[config.mk]
export PLATFORM = sky130hd
export DESIGN_NAME = hc_irq_status
export DESIGN_NICKNAME = d
export VERILOG_FILES = /design/src/rtl/hc_irq_pkg.sv /design/src/rtl/hc_event_detect.sv /design/src/rtl/hc_status_bits.sv /design/src/rtl/hc_irq_status.sv
export SDC_FILE = /design/constraint.sdc
export NUM_CORES = 1
export LEC_CHECK = 0
export BUFFER_PORTS_ARGS = -buffer_cell sky130_fd_sc_hd__buf_4
export CAP_MARGIN = 20
export CORE_MARGIN = 2
export CORE_UTILIZATION = 38
export CTS_CLUSTER_SIZE = 8
export DETAILED_ROUTE_END_ITERATION = 10
export PLACE_DENSITY = 0.87
export REMOVE_ABC_BUFFERS = 1
export SYNTH_ARGS = -nofsm -noshare
export SYNTH_HDL_FRONTEND = slang
export SYNTH_SLANG_ARGS = --single-unit
[constraint.sdc]
create_clock -name clk_i -period 2.1 [get_ports clk_i]
set_clock_uncertainty 0.2 [all_clocks]
set_input_delay 0.315 -clock clk_i [delete_from_list [all_inputs] [get_ports clk_i]]
set_output_delay 0.315 -clock clk_i [all_outputs]
set_load 0.02 [all_outputs]
[src/rtl/hc_irq_pkg.sv]
`timescale 1ns/1ps
package hc_irq_pkg;
  localparam int unsigned REG_W  = 32;
  localparam int unsigned B_MIE  = 31;
  localparam int unsigned B_OC   = 30;
  localparam int unsigned B_RHSC = 6;
  localparam int unsigned B_FNO  = 5;
  localparam int unsigned B_UE   = 4;
  localparam int unsigned B_RD   = 3;
  localparam int unsigned N_EVT  = 5;

  // packed order: oc is vector bit 4, rd is vector bit 0
  typedef struct packed {
    logic oc;
    logic rhsc;
    logic fno;
    logic ue;
    logic rd;
  } evt_t;
endpackage

[src/rtl/hc_event_detect.sv]
`timescale 1ns/1ps
module hc_event_detect
  import hc_irq_pkg::*;
#(
  parameter int unsigned NUM_RH  = 3,
  parameter bit          HAS_SMI = 1'b1
) (
  input  logic              clk_i,
  input  logic              rst_ni,
  input  logic              own_req_i,
  input  logic [NUM_RH-1:0] rh_chg_i,
  input  logic              frame_msb_i,
  input  logic              fn_wb_done_i,
  input  logic              sys_err_i,
  input  logic              resume_sig_i,
  input  logic              sw_resume_i,
  output evt_t              set_o
);
  logic msb_q, pend_q, res_q;
  logic toggle;

  assign toggle = frame_msb_i ^ msb_q;

  always_ff @(posedge clk_i or negedge rst_ni) begin
    if (!rst_ni) begin
      msb_q  <= 1'b0;
      pend_q <= 1'b0;
      res_q  <= 1'b0;
    end else begin
      msb_q  <= frame_msb_i;
      pend_q <= toggle | (pend_q & ~fn_wb_done_i);
      res_q  <= resume_sig_i;
    end
  end

  generate
    if (HAS_SMI) begin : g_smi
      assign set_o.oc = own_req_i;
    end else begin : g_no_smi
      logic unused_req;
      assign unused_req = own_req_i;
      assign set_o.oc   = 1'b0;
    end
  endgenerate

  assign set_o.rhsc = |rh_chg_i;
  assign set_o.fno  = pend_q & fn_wb_done_i;
  assign set_o.ue   = sys_err_i;
  assign set_o.rd   = resume_sig_i & ~res_q & ~sw_resume_i;

  // the pending flag persists until a strobe consumes it
  a_r5_pend_hold: assert property (@(posedge clk_i) disable iff (!rst_ni)
    (pend_q && !fn_wb_done_i) |=> pend_q);
endmodule

[src/rtl/hc_status_bits.sv]
`timescale 1ns/1ps
module hc_status_bits #(
  parameter int unsigned NB = 5
) (
  input  logic          clk_i,
  input  logic          rst_ni,
  input  logic [NB-1:0] set_i,
  input  logic [NB-1:0] clr_i,
  output logic [NB-1:0] q_o
);
  for (genvar k = 0; k < NB; k++) begin : g_bit
    always_ff @(posedge clk_i or negedge rst_ni) begin
      if (!rst_ni)       q_o[k] <= 1'b0;
      else if (set_i[k]) q_o[k] <= 1'b1;
      else if (clr_i[k]) q_o[k] <= 1'b0;
    end

    a_r2_set_wins: assert property (@(posedge clk_i) disable iff (!rst_ni)
      set_i[k] |=> q_o[k]);
    a_r2_w1c: assert property (@(posedge clk_i) disable iff (!rst_ni)
      (clr_i[k] && !set_i[k]) |=> !q_o[k]);
    a_r2_hold: assert property (@(posedge clk_i) disable iff (!rst_ni)
      (!clr_i[k] && q_o[k]) |=> q_o[k]);
  end
endmodule

[src/rtl/hc_irq_status.sv]
`timescale 1ns/1ps
module hc_irq_status
  import hc_irq_pkg::*;
#(
  parameter int unsigned NUM_RH  = 3,
  parameter bit          HAS_SMI = 1'b1
) (
  input  logic              clk_i,
  input  logic              rst_ni,
  input  logic              ctrl_rst_i,
  input  logic              own_req_i,
  input  logic [NUM_RH-1:0] rh_chg_i,
  input  logic              frame_msb_i,
  input  logic              fn_wb_done_i,
  input  logic              sys_err_i,
  input  logic              resume_sig_i,
  input  logic              sw_resume_i,
  input  logic              reg_sel_i,
  input  logic              wr_en_i,
  input  logic [REG_W-1:0]  wr_data_i,
  output logic [REG_W-1:0]  rd_data_o,
  output logic              irq_o,
  output logic              smi_o,
  output logic              halt_o
);
  localparam logic [REG_W-1:0] IRQ_MASK =
    (REG_W'(1) << B_RHSC) | (REG_W'(1) << B_FNO) |
    (REG_W'(1) << B_UE)   | (REG_W'(1) << B_RD);
  localparam logic [REG_W-1:0] OC_MASK   = HAS_SMI ? (REG_W'(1) << B_OC) : '0;
  localparam logic [REG_W-1:0] STAT_MASK = IRQ_MASK | OC_MASK;
  localparam logic [REG_W-1:0] EN_MASK   = STAT_MASK | (REG_W'(1) << B_MIE);

  evt_t             set_ev, clr_ev, st_ev;
  logic [REG_W-1:0] status_w, en_q;
  logic             halt_q;

  hc_event_detect #(.NUM_RH(NUM_RH), .HAS_SMI(HAS_SMI)) u_detect (
    .clk_i        (clk_i),
    .rst_ni       (rst_ni),
    .own_req_i    (own_req_i),
    .rh_chg_i     (rh_chg_i),
    .frame_msb_i  (frame_msb_i),
    .fn_wb_done_i (fn_wb_done_i),
    .sys_err_i    (sys_err_i),
    .resume_sig_i (resume_sig_i),
    .sw_resume_i  (sw_resume_i),
    .set_o        (set_ev)
  );

  logic stat_wr;
  assign stat_wr     = wr_en_i & ~reg_sel_i;
  assign clr_ev.oc   = stat_wr & wr_data_i[B_OC];
  assign clr_ev.rhsc = stat_wr & wr_data_i[B_RHSC];
  assign clr_ev.fno  = stat_wr & wr_data_i[B_FNO];
  assign clr_ev.ue   = stat_wr & wr_data_i[B_UE];
  assign clr_ev.rd   = stat_wr & wr_data_i[B_RD];

  hc_status_bits #(.NB(N_EVT)) u_bits (
    .clk_i  (clk_i),
    .rst_ni (rst_ni),
    .set_i  (set_ev),
    .clr_i  (clr_ev),
    .q_o    (st_ev)
  );

  always_comb begin
    status_w         = '0;
    status_w[B_OC]   = st_ev.oc;
    status_w[B_RHSC] = st_ev.rhsc;
    status_w[B_FNO]  = st_ev.fno;
    status_w[B_UE]   = st_ev.ue;
    status_w[B_RD]   = st_ev.rd;
  end

  always_ff @(posedge clk_i or negedge rst_ni) begin
    if (!rst_ni)                   en_q <= '0;
    else if (wr_en_i && reg_sel_i) en_q <= wr_data_i & EN_MASK;
  end

  always_ff @(posedge clk_i or negedge rst_ni) begin
    if (!rst_ni)         halt_q <= 1'b0;
    else if (ctrl_rst_i) halt_q <= 1'b0;
    else if (sys_err_i)  halt_q <= 1'b1;
  end

  assign rd_data_o = reg_sel_i ? en_q : status_w;
  assign irq_o     = en_q[B_MIE] & |(status_w & en_q & IRQ_MASK);
  assign smi_o     = status_w[B_OC] & en_q[B_OC];
  assign halt_o    = halt_q;

  a_r6_halt_set: assert property (@(posedge clk_i) disable iff (!rst_ni)
    (sys_err_i && !ctrl_rst_i) |=> halt_o);
  a_r6_halt_hold: assert property (@(posedge clk_i) disable iff (!rst_ni)
    (halt_o && !ctrl_rst_i) |=> halt_o);
  a_r6_halt_release: assert property (@(posedge clk_i) disable iff (!rst_ni)
    ctrl_rst_i |=> !halt_o);
  a_r5_fno_after_wb: assert property (@(posedge clk_i) disable iff (!rst_ni)
    $rose(st_ev.fno) |-> $past(fn_wb_done_i));
  a_r7_sw_resume: assert property (@(posedge clk_i) disable iff (!rst_ni)
    (sw_resume_i && !st_ev.rd) |=> !st_ev.rd);
  a_r3_smi_src: assert property (@(posedge clk_i) disable iff (!rst_ni)
    smi_o |-> (st_ev.oc && en_q[B_OC]));
  a_r8_rsvd: assert property (@(posedge clk_i) disable iff (!rst_ni)
    ((status_w & ~STAT_MASK) == '0) && ((en_q & ~EN_MASK) == '0));
  a_r9_master: assert property (@(posedge clk_i) disable iff (!rst_ni)
    !en_q[B_MIE] |-> !irq_o);

  generate
    if (!HAS_SMI) begin : g_no_smi_chk
      a_r3_no_smi: assert property (@(posedge clk_i) disable iff (!rst_ni)
        !st_ev.oc && !smi_o);
    end
  endgenerate
endmodule

Yosys cells after proc, flatten, opt, wreduce, memory -nomap -nowiden

Cells that the tools add are included.

Bits in registers: 15
Input bits: 46
Word-level logic and storage cells: 51

Mux-type cells: 13
Bitwise logic cells: 19
Reduce and logical (&&, ||, !) cells: 9

Operators by type and width:

| operator            | number |
|---|---|
| $mux W32            | 1 |
| $and A1 B1 Y1       | 12 |
| $mux W1             | 12 |
| $reduce_bool A2 Y1  | 6 |
| $and A7 B7 Y7       | 1 |
| $not A1 Y1          | 4 |
| $reduce_or A4 Y1    | 1 |
| $reduce_or A3 Y1    | 1 |
| $logic_and A1 B1 Y1 | 1 |
| $or A1 B1 Y1        | 1 |
| $xor A1 B1 Y1       | 1 |

Longest topological paths before layout

Gate-level depths: netlist of the first run.

Word-level depth: 5
Gate-level depth with buffers: 3
Gate-level depth less buffers: 2

Hierarchy

From an unflattened synthesis of the first run, not the netlist that was laid out.

Cell total of the unflattened synthesis: 86
Area total of the unflattened synthesis: 932.1 um^2

By module, submodules not included:

| module          | instances | cells each | area an instance (um^2) | sequential area each (um^2) |
|---|---|---|---|---|
| hc_irq_status   | 1         | 60         | 623.1                   | 175.2 |
| hc_status_bits  | 1         | 15         | 181.4                   | 125.1 |
| hc_event_detect | 1         | 11         | 127.6                   | 75.1 |

Worst setup path after synthesis of the first run

Ideal clock, no wire load.

Path kind: reg-to-output
Start: register u_bits.q_o[1]
End: output irq_o
Arrival: 0.930 ns
Data required time: 1.585 ns
Slack: 0.655 ns
Stages on the path, launching flop included: 3
Buffers on the path: 0
Cells stage by stage: dfrtp_1 -> a22oi_1 -> a21boi_0

Word-level cells in the longest chain between the ends: 3

Ends and longest elaborated chain:

| item                              | RTL line             | RTL |
|---|---|---|
| from (decl)                       | hc_status_bits.sv:9  | `output logic [NB-1:0] q_o` |
| from (signal, indexed assignment) | hc_status_bits.sv:13 | `if (!rst_ni) q_o[k] <= 1'b0;` |
| from (signal, indexed assignment) | hc_status_bits.sv:14 | `else if (set_i[k]) q_o[k] <= 1'b1;` |
| from (signal, indexed assignment) | hc_status_bits.sv:15 | `else if (clr_i[k]) q_o[k] <= 1'b0;` |
| $and A7 B7 Y7                     | hc_irq_status.sv:87  | `assign irq_o = en_q[B_MIE] & \|(status_w & en_q & IRQ_MASK);` |
| $reduce_or A4 Y1                  | hc_irq_status.sv:87  |  |
| $and A1 B1 Y1                     | hc_irq_status.sv:87  |  |
| to (decl)                         | hc_irq_status.sv:22  | `output logic irq_o,` |

No other way between the ends.

Worst setup path after layout of the first run

Start: register u_bits.q_o[2]
End: output irq_o

Same word-level chain as after synthesis.

==> results of run 1 <==
-- how the worst max path moves through the flow --
stage	slack, ns	end	cells past startpoint
6_report	0.41	irq_o	3
3_5_place_dp	0.60	rd_data_o[6]	3
2_1_floorplan	0.66	irq_o	2
5_1_grt	0.29	irq_o	3
3_3_place_gp	0.60	rd_data_o[4]	3
4_1_cts	0.38	irq_o	3
-- repair_timing --
action / CTS / global route
hold endpoints to repair: 19 / 1
endpoints found under the setup margin: 0 / 0
hold buffers: 5 / 1
buffers inserted: 0 / 0
-- sequential cells by signal, summed over array words and instances (netlist names) --
name	flops
halt_o	1
u_detect.pend_q	1
u_bits.q_o	5
u_detect.res_q	1
u_detect.msb_q	1
en_q	6
-- metal layers --
layer	up-vias	GRT usage [%]
li1	277	-
met1	286	14.7
met2	31	24.9
met3	0	4.39
met4	0	6.58
met5	-	0
-- logic make-up after synthesis --
group	Yosys count	share of synthesized area, %
xor+xnor	1	1.03
simple gates	11	7.64
flops	15	44.1
buf+inv	28	23.9
other cells	1	0.440
compound gates	9	8.37
mux	11	14.5
-- through the flow --
step,worst slack [ns],instances,power (uW),cell area [um2],util [%]
final,0.409,140,721,1080,49.7
after global routing,0.287,140,772,1080,49.7
after CTS,0.385,139,732,1070,49.2
after detailed placement,0.596,130,557,991,45.7
after global placement,0.605,130,551,991,45.7
after floorplan,0.655,74,468,746,-
-- power by group through the flow --
stage,Combinational (uW),Clock (uW),Sequential [uW]
global route,239,190,343
detailed placement,212,0,345
floorplan,128,0,340
global placement,208,0,342
CTS,220,173,339
finish,219,162,339
-- cell usage in the layout (no fill, tap or decap), drive strengths merged --
master,n
a2111o,1
nor2,3
inv,1
buf,28
a21o,2
a22oi,2
a22o,2
dlygate4sd3,6
xnor2,1
nand3b,5
a21boi,1
and2,2
o21ai,1
mux2,11
nand2,1
dfrtp,15
conb,26
clkbuf,4
-- final cells by class --
type / count / area [um2] / share of cell area (%)
Clock buffer: 4 / 26.3 / 2.44
Inverter: 1 / 3.75 / 0.348
Multi-Input combinational cell: 58 / 367 / 34.0
Sequential cell: 15 / 375 / 34.8
Tap cell: 28 / 35.0 / 3.25
Timing Repair Buffer: 34 / 270 / 25.1
==> run_results.csv, run 1 <==
group,metric,value,unit
floorplan,dieHeight,51.4,um
critical_path,path_max_fanout,3,
worst_hold_path,min-delay-start,"rh_chg_i[2]",
layout,drive_gt1_share,37.5,%
route,avgViaCountPerCell,4.24,
grt,grt_antenna_before_repair,0,
critical_path,crit_chain,"a22oi_1 > a21boi_0 > buf_4",
route,drt_iter0_markers,7,
clocking,cts_root_buffer,"clkbuf_4",
yosys,synth_seq_cells,15,
sta,rsz0062_at_grt,"false",
power_and_ir_drop,powerDensity,669,nW/um2
worst_hold_path,worstHoldPathCells,2,
grt,globalRouteOverflowTotal,0,
yosys,synthTopCellsByCount,"26 x buf_4, 15 x dfrtp_1, 11 x mux2_2",
floorplan,row_count,17,
sta,clock.fmax,591,MHz
clocking,cts_resized,0,
floorplan,ios,81,
route,dr_wl_met2,911,um
worst_hold_path,hold_end,"u_bits.q_o[3]",
critical_path,reg2reg_depth,1,
route,drt_pass1_iterations,4,
sta,setup-tns-final,0,ns
clocking,cts_max_level,1,
floorplan,core_area,2170,um2
route,wl_met1,576,um
grt,grt_max_degree,16,
critical_path,startpoint_type,"flop",
power_and_ir_drop,clkPwrFrac,22.5,%
flow_run,cap_violations,0,
critical_path,cp_slowest_cell,"dfrtp_1",
floorplan,start_util,39.3,%
worst_hold_path,hp-class,"in -> reg",
yosys,ys_types,17,
sta,period_share,80.5,%
critical_path,crit_type,"reg -> out",
yosys,synth_edf_count,0,
sta,fin_hold_ws,0.0198,ns
clocking,clk_path_buf_depth,2,
yosys,seq_area_frac_synth,44.1,%
placed_design,portBuffers,28,
clocking,clkTransAtPathRegs,0.09,ns
layout,nNetsFinal,159,
critical_path,cp.arrival,1.18,ns
route,wl,1620,um
sta,hold_viol,0,
route,num_vias,594,
power_and_ir_drop,ir_worst_vdd,296,uV
power_and_ir_drop,internal_power,493,uW
layout,fill_cells,212,
sta,drv_slew,0,
clocking,cts_inserted_buffers,3,
critical_path,worstReg2RegEnd,"u_bits.q_o[3]",
power_and_ir_drop,sw_frac_of_total,31.5,%
yosys,yosysTopAreaCell,"dfrtp_1",
yosys,synthArstFlopShare,100,%
yosys,syn_area_per_cell,11.2,um2
route,top_layer_used,"met3",
route,drc_errors,0,
yosys,syn-cell-area,852,um2
yosys,synth_top_area_share,44.1,%
critical_path,r2r_setup_slack,1.02,ns
power_and_ir_drop,seqPwrFrac,47.1,%
critical_path,path_buf_inv,1,
clocking,clock-sinks,15,
sta,min_period,1.69,ns
placed_design,gp_congestion,0.706,
grt,grt_pass1_wl,2660,um
yosys,syn_inst,76,
yosys,synth_area_leaders,"dfrtp_1 44%, buf_4 23%, mux2_2 15%",
power_and_ir_drop,p_sw,227,uW
layout,n_antenna_cell,0,
route,wl_per_cell,11.5,um
critical_path,worstSetupStartpoint,"u_bits.q_o[2]",
clocking,clock_latency,0.28,ns
outcome,status,"completed",
sta,finalSetupViolCount,0,
floorplan,die_w,51.4,um
critical_path,cp_top_family,"flip-flops",
route,ant_nets,0,
critical_path,cp-end-kind,"output pin",
placed_design,dp_hpwl,1260,um
grt,grt_pass1_vias,582,
yosys,synth_flop_cell,"dfrtp_1",
critical_path,max_stage_delay,0.40,ns
layout,area_growth,26.4,%
power_and_ir_drop,p_leak,0.000521,uW
critical_path,r2r_start,"u_bits.q_o[3]",
power_and_ir_drop,combinationalPowerShare,30.4,%
floorplan,die_area,2640,um2
route,wl_met3,127,um
yosys,yosysMostFrequentCell,"buf_4",
yosys,yosysWarnings,0,
critical_path,worstPathRequired,1.58,ns
grt,track_usage,13.9,%
clocking,cts_tree,"yes",
(Power assumes the default switching activity.)
==> inputs of run 2 (changes only) <==
CORE_UTILIZATION = 36   (was 38)
PLACE_DENSITY = 0.83   (was 0.87)
clock period = 1.73 ns   (was 2.1 ns; I/O delays follow)
==> run 2 against run 1 <==
  * Global-route usage decreased by 2.1 points
  * Highest routed layer unchanged
  * Combinational power increased by 26%
  * Largest power group unchanged
  * Routed wire length grew 0.80%
  * Clock power increased by 23%
  * Critical path type unchanged
==> run_results.csv, run 2 (synthesized netlist as in run 1, its figures left out) <==
group,metric,value,unit
clocking,clock_latency,0.27,ns
critical_path,r2r_start,"u_bits.q_o[3]",
clocking,cts_tree,"yes",
layout,finalInstanceArea,1140,um2
power_and_ir_drop,fin_total_pwr,888,uW
power_and_ir_drop,seqPwrFrac,46.3,%
power_and_ir_drop,p_leak,0.000549,uW
critical_path,worstSetupStartpoint,"u_bits.q_o[2]",
layout,final_common_cell,"buf_4",
route,num_vias,605,
outcome,status,"completed",
flow_run,cap_violations,0,
grt,globalRouteOverflowTotal,0,
route,drc_errors,0,
critical_path,crit_type,"reg -> out",
sta,finalSetupViolCount,0,
sta,setup-tns-final,0,ns
sta,period_share,93.3,%
power_and_ir_drop,ir_worst_vdd,624,uV
layout,nNetsFinal,165,
critical_path,cp.arrival,1.15,ns
grt,grt_max_degree,16,
placed_design,dpl-instance-area,991,um2
grt,grt_pass1_wl,2370,um
route,wl,1630,um
floorplan,die_w,52.7,um
grt,grt_pass1_vias,541,
critical_path,r2r_setup_slack,0.66,ns
sta,min_period,1.61,ns
clocking,clkTransAtPathRegs,0.10,ns
sta,drv_slew,0,
clocking,cts_root_buffer,"clkbuf_4",
power_and_ir_drop,p_sw,284,uW
clocking,clk_path_buf_depth,2,
power_and_ir_drop,powerDensity,780,nW/um2
route,avgViaCountPerCell,4.14,
placed_design,portBuffers,28,
worst_hold_path,hp-class,"in -> reg",
floorplan,die_area,2770,um2
route,ant_nets,0,
sta,hold_viol,0,
route,wl_met3,138,um
placed_design,gp_congestion,0.707,
layout,regMostFlops,"en_q",
critical_path,startpoint_type,"flop",
sta,clock.fmax,620,MHz
floorplan,core_area,2230,um2
sta,rsz0062_at_grt,"false",
layout,top_regs,"en_q x6, u_bits.q_o x5",
layout,fill_cells,209,
critical_path,cp-end-kind,"output pin",
layout,area_growth,33.6,%
route,dr_wl_met2,818,um
grt,grt_antenna_before_repair,0,
clocking,clock-sinks,15,
critical_path,worstPathRequired,1.27,ns
floorplan,dieHeight,52.7,um
floorplan,row_count,17,
clocking,cts_max_level,1,
layout,drive_gt1_share,36.4,%
sta,setup_ws,0.116,ns
route,wl_per_cell,11.2,um
layout,n_antenna_cell,0,
route,drt_iter0_markers,8,
route,drt_pass1_iterations,2,
power_and_ir_drop,clkPwrFrac,22.5,%
route,wl_met1,670,um
worst_hold_path,min-delay-start,"wr_data_i[4]",
route,top_layer_used,"met3",
layout,final_cell_mix,"28 x buf_4, 26 x conb_1, 15 x dfrtp_1, 12 x dlygate4sd3_1, 11 x mux2_2",
power_and_ir_drop,internal_power,604,uW
power_and_ir_drop,combinationalPowerShare,31.2,%
clocking,cts_inserted_buffers,3,
layout,largest_register_ffs,6,
grt,track_usage,11.8,%
power_and_ir_drop,sw_frac_of_total,32.0,%
placed_design,post-place-ws,0.342,ns
floorplan,start_util,38.2,%
floorplan,ios,81,
critical_path,path_max_fanout,3,
==> run 2: cell types whose count changed in the layout (fill, tap and decap cells not counted), sizes merged <==
cell / delta
dlygate4sd3: +6
clkbuf: -1
clkinv: +1
==> run 2: repair_timing <==
item                                   in CTS  in global routing
endpoints found under the hold margin      24                  1
resized for setup                           0                  0
hold buffers                               11                  1
buffers inserted                            0                  0
==> run 2: per-layer routing <==
metal | vias to the layer above | track usage (%)
li1 | 290 | -
met1 | 275 | 13.8
met2 | 40 | 21.3
met3 | 0 | 5.14
met4 | 0 | 0
met5 | - | 0
==> run 2: layout make-up <==
| type | count | area (um2) | area share [%] |
|---|---|---|---|
| multi-input cells | 58 | 367 | 32.2 |
| well taps | 28 | 35.0 | 3.08 |
| clock inverters | 1 | 5.00 | 0.440 |
| inverters | 1 | 3.75 | 0.330 |
| flip-flops and latches | 15 | 375 | 33.0 |
| clock buffers | 3 | 22.5 | 1.98 |
| repair buffers | 40 | 330 | 29.0 |
==> run 2: stage by stage <==
| stage | utilization (%) | cells | hold WS [ns] |
|---|---|---|---|
| CTS | 50.5 | 145 | 0.00442 |
| floorplan | - | 74 | -0.236 |
| detailed placement | 44.4 | 130 | -0.0726 |
| global route | 51.0 | 146 | 0.000274 |
| finish | 51.0 | 146 | 0.0137 |
| global placement | 44.4 | 130 | -0.0795 |
==> run 2: critical path, stage by stage (launching register included) <==
cell	delay (ns)
dfrtp_1	0.41
a22oi_1	0.19
a21boi_0	0.11
buf_4	0.17
==> run 2: worst paths after layout <==
path,end,cells past startpoint
max in group asynchronous,en_q[5],2
hold reg to reg,halt_o,2
min in group asynchronous,en_q[4],2
hold / removal,en_q[4],2
setup reg to reg,u_bits.q_o[3],1
setup / recovery,irq_o,3
==> run 2: power groups by stage <==
stage	clock (uW)	sequential, uW	combinational [uW]
after global placement	0	415	253
after detailed placement	0	418	256
after global routing	223	416	299
final	200	411	277
after CTS	205	411	277
after floorplan	0	413	155
